--- src/rtl/mc_pkg.sv ---
// Package: shared types and widths for the multicart PRG mapper.
// Assumes the 16 KB bank number is outer bank bits followed by inner bank bits.
package mc_pkg;

    localparam int OUTER_W = 3;                  // outer (game group) bank width
    localparam int INNER_W = 3;                  // inner (sub) bank width
    localparam int BANK_W  = OUTER_W + INNER_W;  // full 16 KB bank number width
    localparam int NUM_WIN = 2;                  // CPU windows: $8000 and $C000

    // Mode index is {inner layout bit, outer size bit}.
    typedef enum logic [1:0] {
        MODE_SPLIT      = 2'b00,  // low window switchable, high window fixed last
        MODE_SPLIT_EVEN = 2'b01,  // as above with the low bank forced even
        MODE_MIRROR16   = 2'b10,  // same 16 KB bank in both windows
        MODE_WIDE32     = 2'b11   // one 32 KB bank across both windows
    } prg_mode_e;

    // CPU address window from A14:A13 inside the ROM range.
    typedef enum logic [1:0] {
        WIN_8000 = 2'b00,
        WIN_A000 = 2'b01,
        WIN_C000 = 2'b10,
        WIN_E000 = 2'b11
    } cpu_win_e;

    // Fields kept from the outer register.
    typedef struct packed {
        logic               mirror_h;   // 1 = horizontal mirroring
        logic               wide;       // 1 = 32 KB size mode
        logic [OUTER_W-1:0] outer_bank; // {D0, D5, D4}
    } outer_t;

    // Fields kept from the inner register.
    typedef struct packed {
        logic               layout;     // 1 = fixed-size layout
        logic [INNER_W-1:0] inner_bank;
    } inner_t;

endpackage

--- src/rtl/mc_bus_decode.sv ---
// Module: mc_bus_decode
// Finds the falling edge of the CPU phase-2 clock in the system clock domain.
// On that edge, turns a ROM-range write into per-register load strobes.
// Assumes m2, cpu_rw, romsel_n, the address and the data are already
// synchronous to clk and stable in the cycle where m2 is first seen low.
module mc_bus_decode
    import mc_pkg::*;
(
    input  logic       clk,
    input  logic       rst_n,
    input  logic       m2,
    input  logic       cpu_rw,
    input  logic       romsel_n,
    input  logic [1:0] win_i,
    output logic       ld_outer_o,
    output logic       ld_inner_o
);

    logic     m2_q;
    logic     m2_fall;
    logic     wr_commit;
    cpu_win_e win;

    // Purpose: remember the previous m2 level to find its falling edge.
    always_ff @(posedge clk) begin
        if (!rst_n) begin
            m2_q <= 1'b0;
        end else begin
            m2_q <= m2;
        end
    end

    // Purpose: qualify the m2 fall with a ROM-range write cycle.
    always_comb begin
        m2_fall   = m2_q & ~m2;
        wr_commit = m2_fall & ~cpu_rw & ~romsel_n;
    end

    // Purpose: map the CPU window onto the two overlapping register decodes.
    always_comb begin
        win        = cpu_win_e'(win_i);
        ld_outer_o = 1'b0;
        ld_inner_o = 1'b0;
        unique case (win)
            WIN_8000: begin
                ld_outer_o = wr_commit;
                ld_inner_o = wr_commit;
            end
            WIN_A000: ld_outer_o = wr_commit;
            WIN_C000: ld_inner_o = wr_commit;
            WIN_E000: begin
                ld_outer_o = 1'b0;
                ld_inner_o = 1'b0;
            end
            default: begin
                ld_outer_o = 1'b0;
                ld_inner_o = 1'b0;
            end
        endcase
    end

    // any load strobe needs m2 high in the previous cycle and low now.
    assert_load_on_fall_R4: assert property (@(posedge clk) disable iff (!rst_n)
        (ld_outer_o || ld_inner_o) |-> ($past(m2) && !m2));

    // reads never produce a load strobe.
    assert_no_load_on_read_R3: assert property (@(posedge clk) disable iff (!rst_n)
        cpu_rw |-> !(ld_outer_o || ld_inner_o));

    // the $E000-$FFFF window loads nothing.
    assert_top_window_idle_R3: assert property (@(posedge clk) disable iff (!rst_n)
        (win_i == 2'b11) |-> !(ld_outer_o || ld_inner_o));

endmodule

--- src/rtl/mc_bank_regs.sv ---
// Module: mc_bank_regs
// Holds the outer and inner bank registers and loads them on their strobes.
// Keeps only the outer register bits that the banking and mirroring use.
// Assumes the strobes are single-cycle and that data_i is valid in that cycle.
module mc_bank_regs
    import mc_pkg::*;
#(
    parameter int DATA_W = 8
)(
    input  logic              clk,
    input  logic              rst_n,
    input  logic              ld_outer_i,
    input  logic              ld_inner_i,
    input  logic [DATA_W-1:0] data_i,
    output outer_t            outer_o,
    output inner_t            inner_o
);

    localparam int INNER_FIELD_W = INNER_W + 1;

    outer_t outer_q;
    inner_t inner_q;
    outer_t outer_d;
    inner_t inner_d;

    // Purpose: split the data byte into the fields each register keeps.
    always_comb begin
        outer_d.mirror_h   = data_i[7];
        outer_d.wide       = data_i[6];
        outer_d.outer_bank = {data_i[0], data_i[5], data_i[4]};
        inner_d            = inner_t'(data_i[INNER_FIELD_W-1:0]);
    end

    // Purpose: outer register, cleared only by power-on reset.
    always_ff @(posedge clk) begin
        if (!rst_n) begin
            outer_q <= '0;
        end else if (ld_outer_i) begin
            outer_q <= outer_d;
        end
    end

    // Purpose: inner register, cleared only by power-on reset.
    always_ff @(posedge clk) begin
        if (!rst_n) begin
            inner_q <= '0;
        end else if (ld_inner_i) begin
            inner_q <= inner_d;
        end
    end

    assign outer_o = outer_q;
    assign inner_o = inner_q;

    // without a strobe the outer register holds its value.
    assert_outer_hold_R3: assert property (@(posedge clk) disable iff (!rst_n)
        !ld_outer_i |=> $stable(outer_q));

    // without a strobe the inner register holds its value.
    assert_inner_hold_R3: assert property (@(posedge clk) disable iff (!rst_n)
        !ld_inner_i |=> $stable(inner_q));

    // an outer load captures bit 7, bit 6 and the scrambled bank order.
    assert_outer_capture_R1: assert property (@(posedge clk) disable iff (!rst_n)
        ld_outer_i |=> (outer_q.mirror_h == $past(data_i[7]) &&
                        outer_q.wide == $past(data_i[6]) &&
                        outer_q.outer_bank == {$past(data_i[0]), $past(data_i[5]), $past(data_i[4])}));

    // an inner load captures data bits 3:0.
    assert_inner_capture_R2: assert property (@(posedge clk) disable iff (!rst_n)
        ld_inner_i |=> (inner_q == $past(data_i[INNER_FIELD_W-1:0])));

endmodule

--- src/rtl/mc_bank_select.sv ---
// Module: mc_bank_select
// Forms the 16 KB bank number for each CPU window from the register fields.
// Then selects the bank for the current access with CPU A14.
// Purely combinational; clk and rst_n only qualify the assertions.
module mc_bank_select
    import mc_pkg::*;
(
    input  logic              clk,
    input  logic              rst_n,
    input  outer_t            outer_i,
    input  inner_t            inner_i,
    input  logic              a14_i,
    output logic [BANK_W-1:0] bank_o
);

    localparam logic [INNER_W-1:0] LAST_INNER = '1;

    prg_mode_e         mode;
    logic [BANK_W-1:0] win_bank [NUM_WIN];

    // Purpose: mode index from the layout bit and the size bit.
    always_comb begin
        mode = prg_mode_e'({inner_i.layout, outer_i.wide});
    end

    // One bank former per CPU window; w = 0 is $8000, w = 1 is $C000.
    for (genvar w = 0; w < NUM_WIN; w++) begin : g_win
        logic [INNER_W-1:0] low_part;

        // Purpose: inner part of the bank for this window in the active mode.
        always_comb begin
            low_part = inner_i.inner_bank;
            unique case (mode)
                MODE_SPLIT:      low_part = (w == 0) ? inner_i.inner_bank : LAST_INNER;
                MODE_SPLIT_EVEN: low_part = (w == 0) ? {inner_i.inner_bank[INNER_W-1:1], 1'b0}
                                                     : LAST_INNER;
                MODE_MIRROR16:   low_part = inner_i.inner_bank;
                MODE_WIDE32:     low_part = {inner_i.inner_bank[INNER_W-1:1], (w == 0) ? 1'b0 : 1'b1};
                default:         low_part = inner_i.inner_bank;
            endcase
            win_bank[w] = {outer_i.outer_bank, low_part};
        end
    end

    // Purpose: choose the window bank for the current CPU access.
    always_comb begin
        bank_o = a14_i ? win_bank[1] : win_bank[0];
    end

    // in the split modes the $C000 window is the last inner bank.
    assert_fixed_last_R6: assert property (@(posedge clk) disable iff (!rst_n)
        (!inner_i.layout && a14_i) |-> (bank_o[INNER_W-1:0] == LAST_INNER));

    // with the size bit set, the $8000 window bank is even.
    assert_even_low_R7: assert property (@(posedge clk) disable iff (!rst_n)
        (outer_i.wide && !a14_i) |-> (bank_o[0] == 1'b0));

    // in 32 KB mode the $C000 window bank is odd.
    assert_odd_high_R9: assert property (@(posedge clk) disable iff (!rst_n)
        (outer_i.wide && inner_i.layout && a14_i) |-> (bank_o[0] == 1'b1));

    // in mirrored 16 KB mode both windows hold the inner bank.
    assert_mirror_same_R8: assert property (@(posedge clk) disable iff (!rst_n)
        (inner_i.layout && !outer_i.wide) |-> (bank_o[INNER_W-1:0] == inner_i.inner_bank));

    // the top bank bits are always the outer bank.
    assert_outer_top_R5: assert property (@(posedge clk) disable iff (!rst_n)
        bank_o[BANK_W-1:INNER_W] == outer_i.outer_bank);

endmodule

--- src/rtl/mc_prg_mapper.sv ---
// Module: mc_prg_mapper (top)
// Bank-switching mapper for a multi-game cartridge. It decodes CPU writes to
// the ROM range into two overlapping registers and drives ROM A19-A14.
// It also steers the nametable RAM A10 line from PPU A10 or PPU A11.
// Assumes all CPU and PPU inputs are synchronous to clk; rst_n is power-on only.
module mc_prg_mapper
    import mc_pkg::*;
#(
    parameter int DATA_W = 8
)(
    input  logic              clk,
    input  logic              rst_n,
    input  logic              m2,
    input  logic              cpu_rw,
    input  logic              romsel_n,
    input  logic [1:0]        cpu_a14_13,
    input  logic [DATA_W-1:0] cpu_data,
    input  logic              ppu_a10,
    input  logic              ppu_a11,
    output logic [BANK_W-1:0] prg_a_hi,
    output logic              ciram_a10
);

    logic   ld_outer;
    logic   ld_inner;
    outer_t outer_f;
    inner_t inner_f;

    mc_bus_decode u_decode (
        .clk        (clk),
        .rst_n      (rst_n),
        .m2         (m2),
        .cpu_rw     (cpu_rw),
        .romsel_n   (romsel_n),
        .win_i      (cpu_a14_13),
        .ld_outer_o (ld_outer),
        .ld_inner_o (ld_inner)
    );

    mc_bank_regs #(
        .DATA_W (DATA_W)
    ) u_regs (
        .clk        (clk),
        .rst_n      (rst_n),
        .ld_outer_i (ld_outer),
        .ld_inner_i (ld_inner),
        .data_i     (cpu_data),
        .outer_o    (outer_f),
        .inner_o    (inner_f)
    );

    mc_bank_select u_select (
        .clk     (clk),
        .rst_n   (rst_n),
        .outer_i (outer_f),
        .inner_i (inner_f),
        .a14_i   (cpu_a14_13[1]),
        .bank_o  (prg_a_hi)
    );

    // Purpose: nametable A10 from PPU A11 (horizontal) or PPU A10 (vertical).
    always_comb begin
        ciram_a10 = outer_f.mirror_h ? ppu_a11 : ppu_a10;
    end

    // vertical mirroring passes PPU A10 through.
    assert_mirror_v_R10: assert property (@(posedge clk) disable iff (!rst_n)
        !outer_f.mirror_h |-> (ciram_a10 == ppu_a10));

    // horizontal mirroring passes PPU A11 through.
    assert_mirror_h_R10: assert property (@(posedge clk) disable iff (!rst_n)
        outer_f.mirror_h |-> (ciram_a10 == ppu_a11));

endmodule

--- config.mk ---
export PLATFORM = sky130hd
export DESIGN_NAME = mc_prg_mapper
export DESIGN_NICKNAME = d
export VERILOG_FILES = /design/src/rtl/mc_pkg.sv /design/src/rtl/mc_bus_decode.sv /design/src/rtl/mc_bank_regs.sv /design/src/rtl/mc_bank_select.sv /design/src/rtl/mc_prg_mapper.sv
export SDC_FILE = /design/constraint.sdc
export NUM_CORES = 1
export LEC_CHECK = 0
export BUFFER_PORTS_ARGS = -buffer_cell sky130_fd_sc_hd__buf_2
export CAP_MARGIN = 20
export CORE_AREA = 2 2 48 50
export CTS_CLUSTER_SIZE = 12
export DETAILED_ROUTE_END_ITERATION = 8
export DIE_AREA = 0 0 50 52
export HOLD_SLACK_MARGIN = 0.1
export PLACE_DENSITY = 0.46
export SYNTH_ARGS = -nofsm -noshare
export SYNTH_HDL_FRONTEND = slang
export SYNTH_SLANG_ARGS = --single-unit
--- constraint.sdc ---
create_clock -name clk -period 2.4 [get_ports clk]
set_input_delay 0.48 -clock clk [delete_from_list [all_inputs] [get_ports clk]]
set_output_delay 0.48 -clock clk [all_outputs]
set_load 0.03 [all_outputs]
# Yosys cells after proc, flatten, opt, wreduce, memory -nomap -nowiden

Index checks and enable logic that the tools add are counted.
Widths: inputs -> output; s select.

Register bits after elaboration: 10

Eq/ne operators: 5
Mux-type cells: 6
Bitwise operators: 6
Reduce and logical (&&, ||, !) cells: 7

Operators with widths:

| operator           | count |
|---|---|
| $reduce_or 2->1    | 5 |
| $pmux 3 s3         | 1 |
| $eq 2x2->1 const B | 3 |
| $pmux 3 s2         | 1 |
| $eq 2x1->1 const B | 2 |
| $logic_not 2->1    | 2 |
| $and 1x1->1        | 3 |
| $mux 1             | 3 |
| $mux 3             | 1 |
| $not 1->1          | 3 |

# Longest topological paths before layout

Depth after elaboration: 5
Depth in mapped cells: 4
Gate-level depth less buffers: 3

# By module

From an unflattened synthesis, not the netlist that was laid out.

Cells, all modules: 44
Area total of the unflattened synthesis: 465.4 sq um

Modules (own cells, without submodules):

| module         | instances | cells each | area each (sq um) | seq. area each (sq um) |
|---|---|---|---|---|
| mc_bank_regs   | 1         | 29         | 345.3             | 180.2 |
| mc_bank_select | 1         | 9          | 60.1              | 0.0 |
| mc_bus_decode  | 1         | 5          | 45.0              | 20.0 |
| mc_prg_mapper  | 1         | 1          | 15.0              | 0.0 |

# Least setup slack after synthesis

OpenSTA, ideal clock, no wires.

Path type: reg2out
Start point: reg u_regs.inner_q (netlist bit u_regs.inner_o[0])
End point: out prg_a_hi[0]
Data arrival time: 1.028 ns
Slack: 0.892 ns
Stages on the path, launching flop included: 3
Buffers on the path: 0
Cells stage by stage: dfxtp_1 -> inv_1 -> o21ai_0

Cells in the longest elaborated chain, start to end: 2
Elaborated cells on any way between the ends: 3

RTL lines:

| element                                         | RTL line             | text |
|---|---|---|
| from (decl)                                     | mc_bank_regs.sv:22   | `inner_t inner_q;` |
| from (signal assigned)                          | mc_bank_regs.sv:48   | `inner_q <= inner_d;` |
| $pmux 3 s3 / $pmux 3 s2 (equally long branches) | mc_bank_select.sv:33 | `unique case (mode)` |
| $mux 3 (*)                                      | mc_bank_select.sv:47 | `bank_o = a14_i ? win_bank[1] : win_bank[0];` |
| to (decl)                                       | mc_prg_mapper.sv:20  | `output logic [BANK_W-1:0] prg_a_hi,` |

Every way passes the cells marked *; elsewhere a longest branch is shown, timed or not. The select of a mux whose other input is x is not followed.

# Worst setup path after layout

Start point: reg u_regs.outer_q (netlist bit u_regs.outer_o[4])
End point: out ciram_a10

Cells in the longest elaborated chain, start to end: 1

RTL lines:

| element                | RTL line            | text |
|---|---|---|
| from (decl)            | mc_bank_regs.sv:21  | `outer_t outer_q;` |
| from (signal assigned) | mc_bank_regs.sv:39  | `outer_q <= outer_d;` |
| $mux 1                 | mc_prg_mapper.sv:63 | `ciram_a10 = outer_f.mirror_h ? ppu_a11 : ppu_a10;` |
| to (decl)              | mc_prg_mapper.sv:21 | `output logic ciram_a10` |

No other way between the ends.

==> results.md <==
* Outcome: complete, no violations
* Kind of critical path: reg -> out
* Die height at 52 microns
* Max H-tree Level at 1
* Cell area after technology mapping at 489 sq um
* Number of search-and-repair iterations in the first detailed-routing pass at 2
* End point of the worst hold path: u_decode.m2_q
* Most common library cell in the layout ignoring fill and taps: buf_2
* Part of the Yosys area used for sequential elements at 0.409
* Part of the total power dissipated in combinational logic at 0.132
* Highest achievable clock rate at 642 MHz
* Layout area overhead at 29.2%
* Clock slew at reported path FFs at 0.06 ns
* Maximum number of pins on one net before global-route repair at 19
* Final Hold Fails at 0
* Largest delay contributor family on the critical path: flip-flops
* FILL cells at 232
* Net count after synthesis at 70
* Measured slew at the worst slew-check pin at 0.296 ns
* Number of buffers inserted for hold repair after clock tree synthesis at 0
* Aggregate routed wire length at 930 microns
* Shortest period the worst path allows at 1.56 ns
* Required time reported for the critical path endpoint at 1.92 ns
* Buffers and inverters on the worst path at 1
* Hold-critical path depth at 2
* Worst hold path type: in -> reg
* Hold path startpoint: m2
* Capturing point of the worst reg2reg path: u_regs.outer_o[3]
* Postcts setup bufs at 0
* Slew headroom at 0.803
* Total GRT Usage at 0.0801
* Setup repair after global routing missed its margin: no
* Final ANT Viol Nets at 0
* Warnings, synthesis at 0
* Number of failing setup endpoints in the final timing report at 0
* Final clock skew at 0.00127 ns
* Total power of the final layout at 0.000320 W
* I/O pins at 24
* Slew Limit Fails at 0
* Number of antenna violations at the first check in global routing at 0
* Number of instances in the synthesized netlist at 53
* Leak at 0.292 nW
* Register bit total from synthesis at 10
* Flip-flop and latch area at 200 sq um
* First-pass GRT wire length at 1490 microns
* Routed via count at 404
* Final cycle utilization of the critical path at 0.649
* Worst-path maximum fanout at 2
* Clock sinks at 10
* Gates resized, CTS repair at 0
* Fin Setup TNS at 0 ns
* Max-capacitance violation count at 0
* Width of the chip at 50 microns
* Routed WL per cell at 9.12 microns
* CP endpoint kind: primary output
* Maximum vdd drop at 104 uV
* Die ar. at 0.00260 sq mm
* Data arrival, critical path at 1.08 ns
* Worst Reg2Reg Path Length in Cells at 3
* Biggest cell delay along the critical path at 0.34 ns
* Fraction of layout cells with a size suffix above 1 at 0.392
* Internal power at 0.000243 W
* Number of standard-cell rows in the floorplan at 17
* Synthesized area divided by synthesized cell count at 9.23 sq um
* Nature of the critical path startpoint: register
* Switching power as a share of total power at 0.241
* Effective utilization at floorplan at 0.232
* Sequential group share of total power at 0.526
* Last weighted congestion value of the routability-driven placer at 0.590
* DRC violation count after routing at 0
* I/O Buffers at 23
* Clock group share of total power at 0.341
* Global-route congestion overflow total at 0
* Total net switching power at 0.0000773 W
* Placeable core area at 0.00211 sq mm
* Number of global-route vias before repair at 390
* Drt via density at 3.96
* Cell area power density at 507 mW/mm^2
* Register-to-register path setup slack at 1.15 ns
* Multi-input logic area at 251 sq um
* Number of inserted diodes at 0
* Number of violations reported at the end of detailed-routing iteration 0 at 2
* Cells traversed along the worst timing path: mux2_1 -> buf_2
* Clk root buf: clkbuf_4
* Most frequent cells in the layout: buf_2, nand2_1, dfxtp_1
* Net total in the final layout at 93
* Number of clock buffers inserted by TritonCTS at 3
* Clk buf depth at 2
* Reg-to-reg critical path startpoint: u_decode.m2_q
* Unique cell type count in the Yosys netlist at 13
* Slowest CP cell: dfxtp_1
* TritonCTS clock tree: yes
* Clock insertion delay at the later pin of the skew report at 0.25 ns
-- state kept, by name (all words and copies together) (netlist names) --
signal and cells:
u_decode.m2_q 1, u_regs.inner_o 4, u_regs.outer_o 5
-- kinds of logic after synthesis --
group	Yosys count	share of synthesized area
AO/OA/AOI/OAI	2	0.0204
multiplexers	10	0.207
buffers and inverters	7	0.0767
flip-flops	10	0.409
AND/OR/NAND/NOR	24	0.286
-- metrics by stage --
| step | hold slack [ns] | util | cells | cell area, sq um | setup slack (ns) |
|---|---|---|---|---|---|
| after floorplan | 0.430 | - | 53 | 489 | 0.892 |
| after global placement | 0.441 | 0.289 | 99 | 609 | 0.774 |
| after detailed placement | 0.451 | 0.289 | 99 | 609 | 0.764 |
| after CTS | 0.447 | 0.300 | 102 | 632 | 0.823 |
| after global routing | 0.442 | 0.300 | 102 | 632 | 0.791 |
| final | 0.449 | 0.300 | 102 | 632 | 0.843 |
-- per-layer routing --
metal | global-route usage | part of all wire
met1 | 0.0716 | 0.38
met2 | 0.138 | 0.50
met3 | 0.0259 | 0.090
met4 | 0.0833 | 0.031
met5 | 0 | 0
-- worst max path at each step --
| stage | end | slack (ns) | cells past startpoint | from |
|---|---|---|---|---|
| after global routing | ciram_a10 | 0.79 | 2 | u_regs.outer_o[4] |
| after floorplan | prg_a_hi[0] | 0.89 | 2 | u_regs.inner_o[0] |
| final | ciram_a10 | 0.84 | 2 | u_regs.outer_o[4] |
| after CTS | ciram_a10 | 0.82 | 2 | u_regs.outer_o[4] |
| after global placement | u_regs.outer_o[2] | 0.77 | 4 | m2 |
| after detailed placement | u_regs.outer_o[0] | 0.76 | 4 | m2 |
-- cell usage after synthesis, drive strengths merged --
cell / n / area, sq um
and2: 1 / 6.26
buf: 3 / 22.5
clkbuf: 2 / 7.51
dfxtp: 10 / 200
inv: 2 / 7.51
mux2: 1 / 11.3
mux2i: 9 / 90.1
nand2: 18 / 67.6
nand2b: 2 / 12.5
nor2: 2 / 40.0
o21ai: 2 / 10.0
or4b: 1 / 13.8
-- worst reg2reg max path: stages (launching register included) --
cell,delay [ns]
dfxtp_1,0.31
or4b_4,0.53
nor2_8,0.16
mux2i_1,0.19
-- final cells by class --
class,count,share of cell area
Multi-Input combinational cell,36,0.398
Sequential cell,10,0.317
Timing Repair Buffer,23,0.182
Tap cell,28,0.0554
Clock buffer,3,0.0356
Inverter,2,0.0119
-- power by group through the flow --
| stage | logic (W) | clock network [W] | registers [W] |
|---|---|---|---|
| 2_1_floorplan | 0.0000236 | 0 | 0.000172 |
| 3_3_place_gp | 0.0000432 | 0 | 0.000172 |
| 3_5_place_dp | 0.0000433 | 0 | 0.000172 |
| 4_1_cts | 0.0000434 | 0.000115 | 0.000169 |
| 5_1_grt | 0.0000463 | 0.000124 | 0.000169 |
| 6_report | 0.0000424 | 0.000109 | 0.000169 |
No activity file was read; power rests on OpenSTA's default activity.
